==> config.mk <==
export PLATFORM = sky130hd
export DESIGN_NAME = nvsram_ctrl
export DESIGN_NICKNAME = d
export VERILOG_FILES = /design/src/rtl/nvs_pkg.sv /design/src/rtl/nvs_pulse_qual.sv /design/src/rtl/nvs_sequencer.sv /design/src/rtl/nvs_arrays.sv /design/src/rtl/nvsram_ctrl.sv
export SDC_FILE = /design/constraint.sdc
export NUM_CORES = 1
export LEC_CHECK = 0
export BUFFER_PORTS_ARGS = -buffer_cell sky130_fd_sc_hd__buf_2
export CAP_MARGIN = 40
export CORE_ASPECT_RATIO = 1.4
export CORE_MARGIN = 2
export CORE_UTILIZATION = 60
export DETAILED_ROUTE_END_ITERATION = 6
export PLACE_DENSITY = 0.76
export REMOVE_ABC_BUFFERS = 1
export SYNTH_ARGS = -nofsm -noshare
export SYNTH_HDL_FRONTEND = slang
export SYNTH_SLANG_ARGS = --single-unit
==> constraint.sdc <==
create_clock -name clk -period 4.7 [get_ports clk]
set_input_delay 0.94 -clock clk [delete_from_list [all_inputs] [get_ports clk]]
set_output_delay 0.94 -clock clk [all_outputs]
set_load 0.01 [all_outputs]
==> src/rtl/nvs_pkg.sv <==
package nvs_pkg;

  typedef enum logic [1:0] {
    OP_IDLE   = 2'b00,
    OP_STORE  = 2'b01,
    OP_RECALL = 2'b10
  } op_e;

  // Width of a counter that must reach the value n.
  function automatic int unsigned count_width(input int unsigned n);
    return (n < 2) ? 1 : $clog2(n + 1);
  endfunction

  function automatic int unsigned max_u(input int unsigned a, input int unsigned b);
    return (a > b) ? a : b;
  endfunction

  // Number of busy cycles of a given operation.
  function automatic int unsigned op_cycles(input op_e op, input int unsigned st_cyc,
                                            input int unsigned rc_cyc);
    return (op == OP_STORE) ? st_cyc : (op == OP_RECALL) ? rc_cyc : 0;
  endfunction

endpackage

==> src/rtl/nvs_pulse_qual.sv <==
module nvs_pulse_qual #(
  parameter int unsigned PW = 4
) (
  input  logic clk,
  input  logic rst_n,
  input  logic trig_n,
  output logic fire
);
  import nvs_pkg::*;

  localparam int unsigned CW = count_width(PW);

  logic [CW-1:0] low_cnt;

  // Saturating count of consecutive low samples; passes PW-1 once per pulse.
  always_ff @(posedge clk or negedge rst_n) begin
    if (!rst_n) begin
      low_cnt <= '0;
    end else if (trig_n) begin
      low_cnt <= '0;
    end else if (low_cnt != CW'(PW)) begin
      low_cnt <= low_cnt + 1'b1;
    end
  end

  assign fire = !trig_n && (low_cnt == CW'(PW - 1));

  // A qualified pulse was low on the previous sample as well.
  assert_fire_held_R4: assert property (@(posedge clk) disable iff (!rst_n)
    (fire && (PW > 1)) |-> !$past(trig_n));

endmodule

==> src/rtl/nvs_sequencer.sv <==
module nvs_sequencer #(
  parameter int unsigned STORE_CYC  = 200,
  parameter int unsigned RECALL_CYC = 20
) (
  input  logic          clk,
  input  logic          rst_n,
  input  logic          store_fire,
  input  logic          recall_fire,
  input  logic          recall_n,
  input  logic          pwr_ok,
  output logic          store_go,
  output logic          recall_go,
  output logic          busy,
  output nvs_pkg::op_e  op
);
  import nvs_pkg::*;

  localparam int unsigned TW = count_width(max_u(STORE_CYC, RECALL_CYC));

  logic [TW-1:0] timer;
  logic [TW-1:0] run_len;
  logic          run_end;

  // Recall has priority; store also needs power-good and an inactive recall.
  assign recall_go = recall_fire && !busy;
  assign store_go  = store_fire && !busy && recall_n && pwr_ok;
  assign run_end   = busy && (timer == '0);

  always_ff @(posedge clk or negedge rst_n) begin
    if (!rst_n) begin
      busy  <= 1'b0;
      op    <= OP_IDLE;
      timer <= '0;
    end else if (recall_go) begin
      busy  <= 1'b1;
      op    <= OP_RECALL;
      timer <= TW'(RECALL_CYC - 1);
    end else if (store_go) begin
      busy  <= 1'b1;
      op    <= OP_STORE;
      timer <= TW'(STORE_CYC - 1);
    end else if (run_end) begin
      busy  <= 1'b0;
      op    <= OP_IDLE;
    end else if (busy) begin
      timer <= timer - 1'b1;
    end
  end

  // Independent length counter for the duration check.
  always_ff @(posedge clk or negedge rst_n) begin
    if (!rst_n)                      run_len <= '0;
    else if (recall_go || store_go)  run_len <= '0;
    else if (busy)                   run_len <= run_len + 1'b1;
  end

  assert_hold_op_R6: assert property (@(posedge clk) disable iff (!rst_n)
    (busy && (timer != '0)) |=> (busy && (op == $past(op))));

  assert_store_pwr_R8: assert property (@(posedge clk) disable iff (!rst_n)
    ($rose(busy) && (op == OP_STORE)) |-> $past(pwr_ok));

  assert_recall_wins_R9: assert property (@(posedge clk) disable iff (!rst_n)
    ($rose(busy) && (op == OP_STORE)) |-> $past(recall_n));

  assert_duration_R4: assert property (@(posedge clk) disable iff (!rst_n)
    $fell(busy) |-> ($past(run_len) == TW'(op_cycles($past(op), STORE_CYC, RECALL_CYC) - 1)));

endmodule

==> src/rtl/nvs_arrays.sv <==
module nvs_arrays #(
  parameter int unsigned ADDR_W = 6,
  parameter int unsigned DATA_W = 4
) (
  input  logic              clk,
  input  logic              rst_n,
  input  logic              do_store,
  input  logic              do_recall,
  input  logic              wr_en,
  input  logic              poison,
  input  logic [ADDR_W-1:0] addr,
  input  logic [DATA_W-1:0] wr_data,
  output logic [DATA_W-1:0] rd_data
);
  localparam int unsigned DEPTH = 1 << ADDR_W;

  logic [DATA_W-1:0] work_q   [DEPTH];
  logic [DATA_W-1:0] shadow_q [DEPTH];

  always_ff @(posedge clk or negedge rst_n) begin
    if (!rst_n) begin
      for (int i = 0; i < DEPTH; i++) begin
        work_q[i]   <= '0;
        shadow_q[i] <= '0;
      end
    end else begin
      if (do_store) begin
        for (int i = 0; i < DEPTH; i++) shadow_q[i] <= work_q[i];
      end
      if (do_recall) begin
        for (int i = 0; i < DEPTH; i++) work_q[i] <= shadow_q[i];
      end
      if (wr_en) work_q[addr] <= wr_data;
      if (poison) begin
        work_q[addr]   <= {DATA_W{1'bx}};
        shadow_q[addr] <= {DATA_W{1'bx}};
      end
    end
  end

  assign rd_data = work_q[addr];

  assert_one_copy_R9: assert property (@(posedge clk) disable iff (!rst_n)
    !(do_store && do_recall));

  assert_no_write_in_copy_R6: assert property (@(posedge clk) disable iff (!rst_n)
    !(wr_en && (do_store || do_recall)));

endmodule

==> src/rtl/nvsram_ctrl.sv <==
module nvsram_ctrl #(
  parameter int unsigned ADDR_W     = 6,
  parameter int unsigned DATA_W     = 4,
  parameter int unsigned STORE_PW   = 4,
  parameter int unsigned RECALL_PW  = 3,
  parameter int unsigned STORE_CYC  = 200,
  parameter int unsigned RECALL_CYC = 20
) (
  input  logic              clk,
  input  logic              rst_n,
  input  logic              cs_n,
  input  logic              we_n,
  input  logic              store_n,
  input  logic              recall_n,
  input  logic              pwr_ok,
  input  logic [ADDR_W-1:0] addr,
  input  logic [DATA_W-1:0] din,
  output logic [DATA_W-1:0] dout,
  output logic              dout_oe,
  output logic              busy,
  output logic [1:0]        op_kind
);
  import nvs_pkg::*;

  logic store_fire, recall_fire;
  logic store_go, recall_go;
  logic nv_quiet;
  logic wr_en, poison;
  op_e  op;

  nvs_pulse_qual #(.PW(STORE_PW)) u_store_q (
    .clk(clk), .rst_n(rst_n), .trig_n(store_n), .fire(store_fire)
  );

  nvs_pulse_qual #(.PW(RECALL_PW)) u_recall_q (
    .clk(clk), .rst_n(rst_n), .trig_n(recall_n), .fire(recall_fire)
  );

  nvs_sequencer #(.STORE_CYC(STORE_CYC), .RECALL_CYC(RECALL_CYC)) u_seq (
    .clk(clk), .rst_n(rst_n),
    .store_fire(store_fire), .recall_fire(recall_fire),
    .recall_n(recall_n), .pwr_ok(pwr_ok),
    .store_go(store_go), .recall_go(recall_go),
    .busy(busy), .op(op)
  );

  // Normal access only when no trigger is low and no copy runs.
  assign nv_quiet = store_n && recall_n && !busy;
  assign wr_en    = !cs_n && !we_n && nv_quiet;
  assign dout_oe  = !cs_n &&  we_n && nv_quiet;
  assign poison   = store_go && !cs_n && !we_n;

  nvs_arrays #(.ADDR_W(ADDR_W), .DATA_W(DATA_W)) u_arr (
    .clk(clk), .rst_n(rst_n),
    .do_store(store_go), .do_recall(recall_go),
    .wr_en(wr_en), .poison(poison),
    .addr(addr), .wr_data(din), .rd_data(dout)
  );

  assign op_kind = op;

  assert_oe_quiet_R7: assert property (@(posedge clk) disable iff (!rst_n)
    busy |-> !dout_oe);

  assert_standby_R2: assert property (@(posedge clk) disable iff (!rst_n)
    cs_n |-> !dout_oe);

endmodule

# --- Word level (Yosys, flattened, before mapping) ---
# Index checks and enable logic that the tools add are counted.
# W data, S select, Z words.
totals:
  in_bits: 17
  output_inout_bits: 8
  register_bits: 528
  elab_cells: 198
op_classes:
  add_sub_neg: 3
  mux: 27
  bitwise: 1
  n_eq_ne: 5
  reduce_logical: 27
  magnitude_cmp: 2
ops:
  columns: ["cell", "count"]
  rows:
  - ["$mux W256", 5]
  - ["$bwmux W256", 3]
  - ["$mux W8", 4]
  - ["$bmux W4 S6", 1]
  - ["$demux W4 S6", 1]
  - ["$logic_and A1 B1 Y1", 16]
  - ["$mux W4", 3]
  - ["$mux W2", 5]
  - ["$logic_not A8 Y1", 1]
  - ["$sub A8 B1 Y8 const B", 1]
  - ["$ge A7 B7 Y1 const B", 1]
  - ["$lt A7 B1 Y1 const B", 1]
  - ["$not A6 Y7", 1]
  - ["$mux W3", 2]
  - ["$ne A3 B3 Y1 const B", 2]
  - ["$reduce_bool A3 Y1", 2]
  - ["$logic_not A1 Y1", 5]
  - ["$reduce_bool A2 Y1", 2]
  - ["$add A3 B1 Y3 const B", 1]
  - ["$eq A3 B2 Y1 const B", 1]
  - ["$mux W1", 3]
  - ["$add A2 B1 Y2 const B", 1]
  - ["$eq A2 B2 Y1 const B", 1]
  - ["$ne A2 B2 Y1 const B", 1]
  - ["$reduce_and A2 Y1", 1]

# --- Depth between registers and ports, before layout ---
# Gate-level depths: netlist (run 1).
logic_depth:
  ltp_word: 9
  ltp_mapped: 10
  depth_no_buf: 8

# --- By module ---
# A second synthesis (run 1) with hierarchy kept.
unflattened:
  hier_cells: 2417
  hier_area_um2: 26021.2
modules_own_cells:
  columns: ["module", "instances", "seq_area_each_um2", "cells_per_inst", "area_each_um2"]
  rows:
  - ["nvs_arrays", 1, 12812.3, 2322, 25074.0]
  - ["nvs_sequencer", 1, 275.3, 62, 605.6]
  - ["nvs_pulse_qual at u_store_q", 1, 75.1, 18, 180.2]
  - ["nvs_pulse_qual at u_recall_q", 1, 50.0, 11, 116.4]
  - ["nvsram_ctrl", 1, 0.0, 4, 45.0]

# --- Least setup slack after synthesis (run 1) ---
# Ideal clock, no wire load.
synth_timing:
  path_type: "input -> output"
  from: "input addr[0]"
  to: "output dout[1]"
  t_required_ns: 3.760
  arrival_ns: 2.516
  path_slack_ns: 1.244
  path_stages: 7
  n_path_buf: 2
  path_cell_list: "buf_2 > buf_2 > mux4_2 > mux2i_1 > o22ai_1 > a221oi_1 > nand4_1"
synth_between:
  elab_chain_len: 4
synth_lines:
  columns: ["item", "line_no", "source"]
  rows:
  - ["start, declared", "nvsram_ctrl.sv:16", "input logic [ADDR_W-1:0] addr,"]
  - ["$not A6 Y7 (implied by the code)", "nvs_arrays.sv:41", "assign rd_data = work_q[addr];"]
  - ["$bmux W4 S6", "nvs_arrays.sv:41", null]
  - ["$mux W4 (implied by the code) (2 in series)", "nvs_arrays.sv:41", null]
  - ["end, declared", "nvsram_ctrl.sv:18", "output logic [DATA_W-1:0] dout,"]
# Every way passes these cells. The select of a mux whose other input is x is not followed.

# --- Worst setup path after layout (run 1) ---
layout_timing:
  from: "input addr[2]"
  to: "output dout[3]"
# Same word-level chain as after synthesis.

==> results.ini, run 1 <==
[outcome]
status = complete, but fails checks
violations = design-rule violations

[place]
place_congestion = 1.00
dp.cells = 3321
hpwl_um = 53700
dp_slack_ns = 0.364
io_buffers = 24

[grt]
antenna_found_initial = 0
grt_pass1_wl_um = 131000
grt_pass1_vias = 22000
grt.total_usage_pct = 37.0
grt_max_degree = 199
grt_overflow = 0

[yosys]
yosysUniqueCellTypes = 67
synth_mux_area_share_pct = 13.0
synth_xor_area_share_pct = 0.0662
synth_common_cells = nand2_1, dfrtp_1, a21oi_1, nor2_1, mux2i_1
syn_area_sq_mm = 0.0265
synthSimpleGateAreaFrac_pct = 16.1
synth_top_area_share_pct = 49.9
synth_edf_count = 0
yosysMostFrequentCell = nand2_1
synthCells = 2859
ys_seq_area_share_pct = 49.9
synth_fa_ha_area_share_pct = 0.331
synth_area_leaders = dfrtp_1, mux2i_1, a21oi_1
synth_compound_area_share_pct = 17.1
synth_ff_type = dfrtp_1
ys_ff_latch = 528
avgSynthCellArea_sq_um = 9.25
yosys.area.top_type = dfrtp_1
async_flop_share_pct = 100
yosysWarnings = 0
synth_top_family_by_area = compound AO/OA/AOI/OAI gates

[clock_tree]
cts_sinks = 528
clock_latency_ns = 0.58
cts_setup_buffers = 0
numCtsBuffers = 50
clk_pin_slew_ns = 0.07
htreeDepth = 2
cts_resized = 0
cts-root-buf = clkbuf_16
hold_buffers = 0
cts_tree = done
cts_buffer_depth = 3

[power_and_ir_drop]
leakagePower_nw = 12.4
cellPowerDensity_mw_per_mm2 = 353
peakVddDrop_v = 0.000385

[worst_setup_path]
max_stage_delay_ns = 0.67
crit_top_cell = buf_4
path_max_fanout = 38
crit_type = in -> out
required_ns = 3.76
critPathCaptureType = primary output
cp.arrival_ns = 3.48
crit_path_start_kind = input port
slowest_stage = or4_1
crit_chain = buf_4 -> buf_4 -> mux4_2 -> mux2i_1 -> o22ai_1 -> or4_1 -> buf_2

[final_layout]
final_cells = 3414
fin_nets = 2839
drive_gt1_share_pct = 8.97
syn_to_final_growth_pct = 9.82

[flow_run]
cap_violations = 0

[routing]
first_pass_iters = 7
avgRoutedWirePerCell_um = 24.7
wl_um = 84300
vias_per_cell = 6.71
drtIter0Drc = 3013
ant_nets = 0
num_vias = 22900
drcViolationCount = 7

[worst_hold_path]
hold_path_class = in -> async

[sta]
tightest_slew_ns = 1.29
report.final.slew_viol_count = 0
relSlewSlack_pct = 13.8
fmax_mhz = 226
fin_skew_ns = 0.0171
rsz0062_at_grt = no
period_share_pct = 94.0
finalSetupViolCount = 0
period_needed_ns = 4.42
finalWorstSetupSlack_ns = 0.284
hold_violations = 0

[floorplan]
core_area_sq_mm = 0.0438
row_count = 91
initial_core_util_pct = 60.3
fp.dieArea_sq_mm = 0.0458
die_y_um = 252
io_pins = 25
die_width_um = 181

-- layout make-up --
cell class / instances / area [sq um]
sequential: 528 / 13200
clock inverter: 15 / 209
inverter: 11 / 41.3
multi-input combinational: 2123 / 12400
timing repair buffer: 101 / 995
tap: 558 / 698
clock buffer: 77 / 1520
antenna: 1 / 2.50
fill: 3302 / 14800
-- kinds of logic after synthesis --
group           count (synthesis)
simple gates                 1031
compound gates                769
flops                         528
mux                           314
buf+inv                       208
fa+ha+maj                       7
xor+xnor                        2
-- registers in the layout (all words and copies together), names as in the netlist --
signal              flops
u_arr.shadow_q        256
u_arr.work_q          256
u_recall_q.low_cnt      2
u_seq.busy              1
u_seq.op                2
u_seq.timer             8
u_store_q.low_cnt       3
-- stage by stage --
stage / utilization [%] / hold WS, ns / setup TNS, ns / cell area [sq um] / power (mW)
2_1_floorplan: - / 0.482 / -7223.11 / 25600 / 5.83
3_3_place_gp: 62.1 / 0.504 / 0 / 27200 / 5.97
3_5_place_dp: 62.3 / 0.510 / 0 / 27300 / 6.01
4_1_cts: 66.3 / 0.499 / 0 / 29000 / 10.3
5_1_grt: 66.3 / 0.537 / 0 / 29000 / 10.6
6_report: 66.3 / 0.470 / 0 / 29100 / 10.3
-- path summary, 6_finish.rpt --
path | start | endpoint | slack [ns] | cells past startpoint
max in group asynchronous | rst_n | u_arr.work_q[22]$_DFF_PN0_ | 3.16 | 2
hold reg to reg | u_arr.shadow_q[12]$_DFF_PN0_ | u_arr.shadow_q[12]$_DFF_PN0_ | 0.52 | 2
setup / recovery | addr[2] | dout[3] | 0.28 | 7
min in group clk | u_arr.shadow_q[12]$_DFF_PN0_ | u_arr.shadow_q[12]$_DFF_PN0_ | 0.52 | 2
setup reg to reg | u_seq.busy$_DFFE_PN0P_ | u_arr.work_q[212]$_DFF_PN0_ | 1.34 | 5
hold / removal | rst_n | u_seq.timer[5]$_DFFE_PN0P_ | 0.47 | 1
-- layout by cell type (no fill, tap or decap), types with 4 or more instances in the layout --
cell / count
mux4_2: 21
nand4_2: 5
nand2b_1: 6
a31oi_1: 5
a21oi_1: 525
o21ai_0: 12
clkbuf_1: 11
nand3b_1: 4
nor4_4: 8
nand2_1: 555
o22ai_1: 15
bufinv_16: 5
nor3_1: 4
and3_1: 5
nor2_1: 375
buf_12: 19
a22oi_1: 12
mux2i_1: 276
nand3_1: 15
clkbuf_8: 15
ha_1: 7
a221oi_2: 4
inv_1: 9
a211oi_1: 129
nand2_2: 8
a221oi_1: 37
buf_2: 21
dfrtp_1: 528
a22o_1: 6
clkinv_2: 7
nor2b_1: 6
nand4_1: 12
buf_4: 57
mux2_2: 14
clkbuf_16: 51
-- worst max-delay path: cells and delay by family --
family / cells / cell delay, ns
simple gates: 1 / 0.67
buf+inv: 3 / 1.03
compound gates: 1 / 0.21
mux: 2 / 0.58
-- per-layer routing --
metal	global-route usage (%)	up-vias	share of wire, %
met4	23.9	0	7.5
met3	8.53	336	11
met1	48.6	11300	37
li1	-	9936	-
met2	55.5	1374	45
met5	0	-	0
-- report_power, final --
part / internal, mW / switching (mW)
sequential: 4.72 / 0.222
combinational: 0.378 / 0.653
clock: 2.50 / 1.78
total: 7.60 / 2.65
(Power assumes the default switching activity.)
==> inputs of run 2 (changes only) <==
--- a/config.mk
+++ b/config.mk
@@ -5,12 +5,12 @@
 export SDC_FILE = /design/constraint.sdc
 export NUM_CORES = 1
 export LEC_CHECK = 0
-export BUFFER_PORTS_ARGS = -buffer_cell sky130_fd_sc_hd__buf_2
 export CAP_MARGIN = 40
 export CORE_ASPECT_RATIO = 1.4
 export CORE_MARGIN = 2
 export CORE_UTILIZATION = 60
 export DETAILED_ROUTE_END_ITERATION = 6
+export DONT_BUFFER_PORTS = 1
 export PLACE_DENSITY = 0.76
 export REMOVE_ABC_BUFFERS = 1
 export SYNTH_ARGS = -nofsm -noshare
==> results.ini, run 2 (synthesis results as in run 1) <==
[outcome]
status = complete, but fails checks
violations = design-rule violations, max-slew violations

[floorplan]
initial_core_util_pct = 60.3
fp.dieArea_sq_mm = 0.0458
core_area_sq_mm = 0.0438
row_count = 91
die_width_um = 181
die_y_um = 252
io_pins = 25

[clock_tree]
cts_tree = done
cts_buffer_depth = 3
hold_buffers = 0
clk_pin_slew_ns = 0.06
cts_sinks = 528
htreeDepth = 2
cts-root-buf = clkbuf_16
cts_setup_buffers = 0
numCtsBuffers = 49
cts_resized = 0
clock_latency_ns = 0.59

[power_and_ir_drop]
p_int_mw = 7.47
power.total_mw = 9.88
seq_power_share_pct = 49.8
clock_power_share_pct = 42.3
peakVddDrop_v = 0.000371
leakagePower_nw = 12.1
combPwrFrac_pct = 7.9
switchingPower_mw = 2.41
cellPowerDensity_mw_per_mm2 = 347
swShare_pct = 24.4

[routing]
first_pass_iters = 7
wl_met2_um = 37400
wl_um = 81400
num_vias = 22700
met1_length_um = 30100
wl_met3_um = 7960
drcViolationCount = 4
avgRoutedWirePerCell_um = 24.2
vias_per_cell = 6.75
ant_nets = 0
route.top_layer_used = met4
drtIter0Drc = 3191

[final_layout]
final_cells = 3359
antenna_cells = 0
utilization_pct = 64.9
syn_to_final_growth_pct = 7.61
final_cell_mix = nand2_1, dfrtp_1, a21oi_1, nor2_1, mux2i_1
drive_gt1_share_pct = 7.14
top_regs = u_arr.shadow_q: 256 flops, u_arr.work_q: 256 flops, u_seq.timer: 8 flops
mostFrequentLayoutCell = nand2_1
fin_nets = 2785

[worst_setup_path]
crit_type = in -> out
crit_path_start_kind = input port
path_max_fanout = 55
required_ns = 3.76
cp.arrival_ns = 2.88
critPathCaptureType = primary output

[grt]
grt_overflow = 0
antenna_found_initial = 0
grt_pass1_vias = 21800
grt_pass1_wl_um = 127000
grt_max_degree = 529
grt.total_usage_pct = 35.6

[sta]
period_share_pct = 81.3
fmax_mhz = 262
period_needed_ns = 3.82
fin_skew_ns = 0.0236
holdWs_ns = 0.0713
hold_violations = 0
tightest_slew_ns = 1.78
rsz0062_at_grt = no
report.final.slew_viol_count = 161
relSlewSlack_pct = -18.4
finalSetupViolCount = 0

[worst_hold_path]
hold_path_class = in -> async

[place]
hpwl_um = 48300
io_buffers = 0
place_congestion = 0.954
dp.cells = 3268

[flow_run]
cap_violations = 0

[run 2: worst max-delay path, stage by stage]
cell	delay (ns)
inv_1	0.30
buf_4	0.33
a221o_1	0.34
a22oi_1	0.20
o22ai_1	0.12
or4_1	0.60
[run 2: final timing paths]
kind,from,endpoint,slack [ns],cells after the start
setup reg to reg,u_seq.busy$_DFFE_PN0P_,u_arr.shadow_q[192]$_DFF_PN0_,1.46,6
hold reg to reg,u_arr.shadow_q[139]$_DFF_PN0_,u_arr.shadow_q[139]$_DFF_PN0_,0.52,2
min in group clk,recall_n,u_recall_q.low_cnt[0]$_DFFE_PN0P_,0.41,1
setup / recovery,addr[1],dout[3],0.88,6
max in group asynchronous,rst_n,u_arr.shadow_q[18]$_DFF_PN0_,3.22,0
hold / removal,rst_n,u_seq.timer[6]$_DFFE_PN0P_,0.07,0
[run 2: layout make-up]
type	count	area, sq um
flip-flops and latches	528	13200
fillers	3379	15400
inverters	11	41.3
well taps	558	698
clock inverters	14	181
clock buffers	77	1500
multi-input cells	2123	12400
repair buffers	48	459
[run 2: per-stage QoR]
stage | instance area (sq um) | worst slack [ns] | setup TNS (ns)
global placement | 26700 | 1.01 | 0
finish | 28500 | 0.877 | 0
global route | 28500 | 0.885 | 0
detailed placement | 26800 | 1.00 | 0
floorplan | 25600 | -25.11 | -7223.11
CTS | 28500 | 0.985 | 0
[run 2: power groups by stage]
| stage | Sequential, mW | Combinational (mW) | Clock (mW) |
|---|---|---|---|
| after floorplan | 4.91 | 0.914 | 0 |
| after global placement | 4.98 | 0.737 | 0 |
| after detailed placement | 4.99 | 0.766 | 0 |
| after CTS | 4.91 | 0.769 | 4.20 |
| after global routing | 4.93 | 0.845 | 4.38 |
| final | 4.92 | 0.779 | 4.18 |
[run 2: routing by layer]
metal / up-vias / track usage, %
met5: - / 0
met2: 1333 / 55.3
met3: 317 / 6.05
li1: 9837 / -
met1: 11200 / 47.0
met4: 0 / 22.0
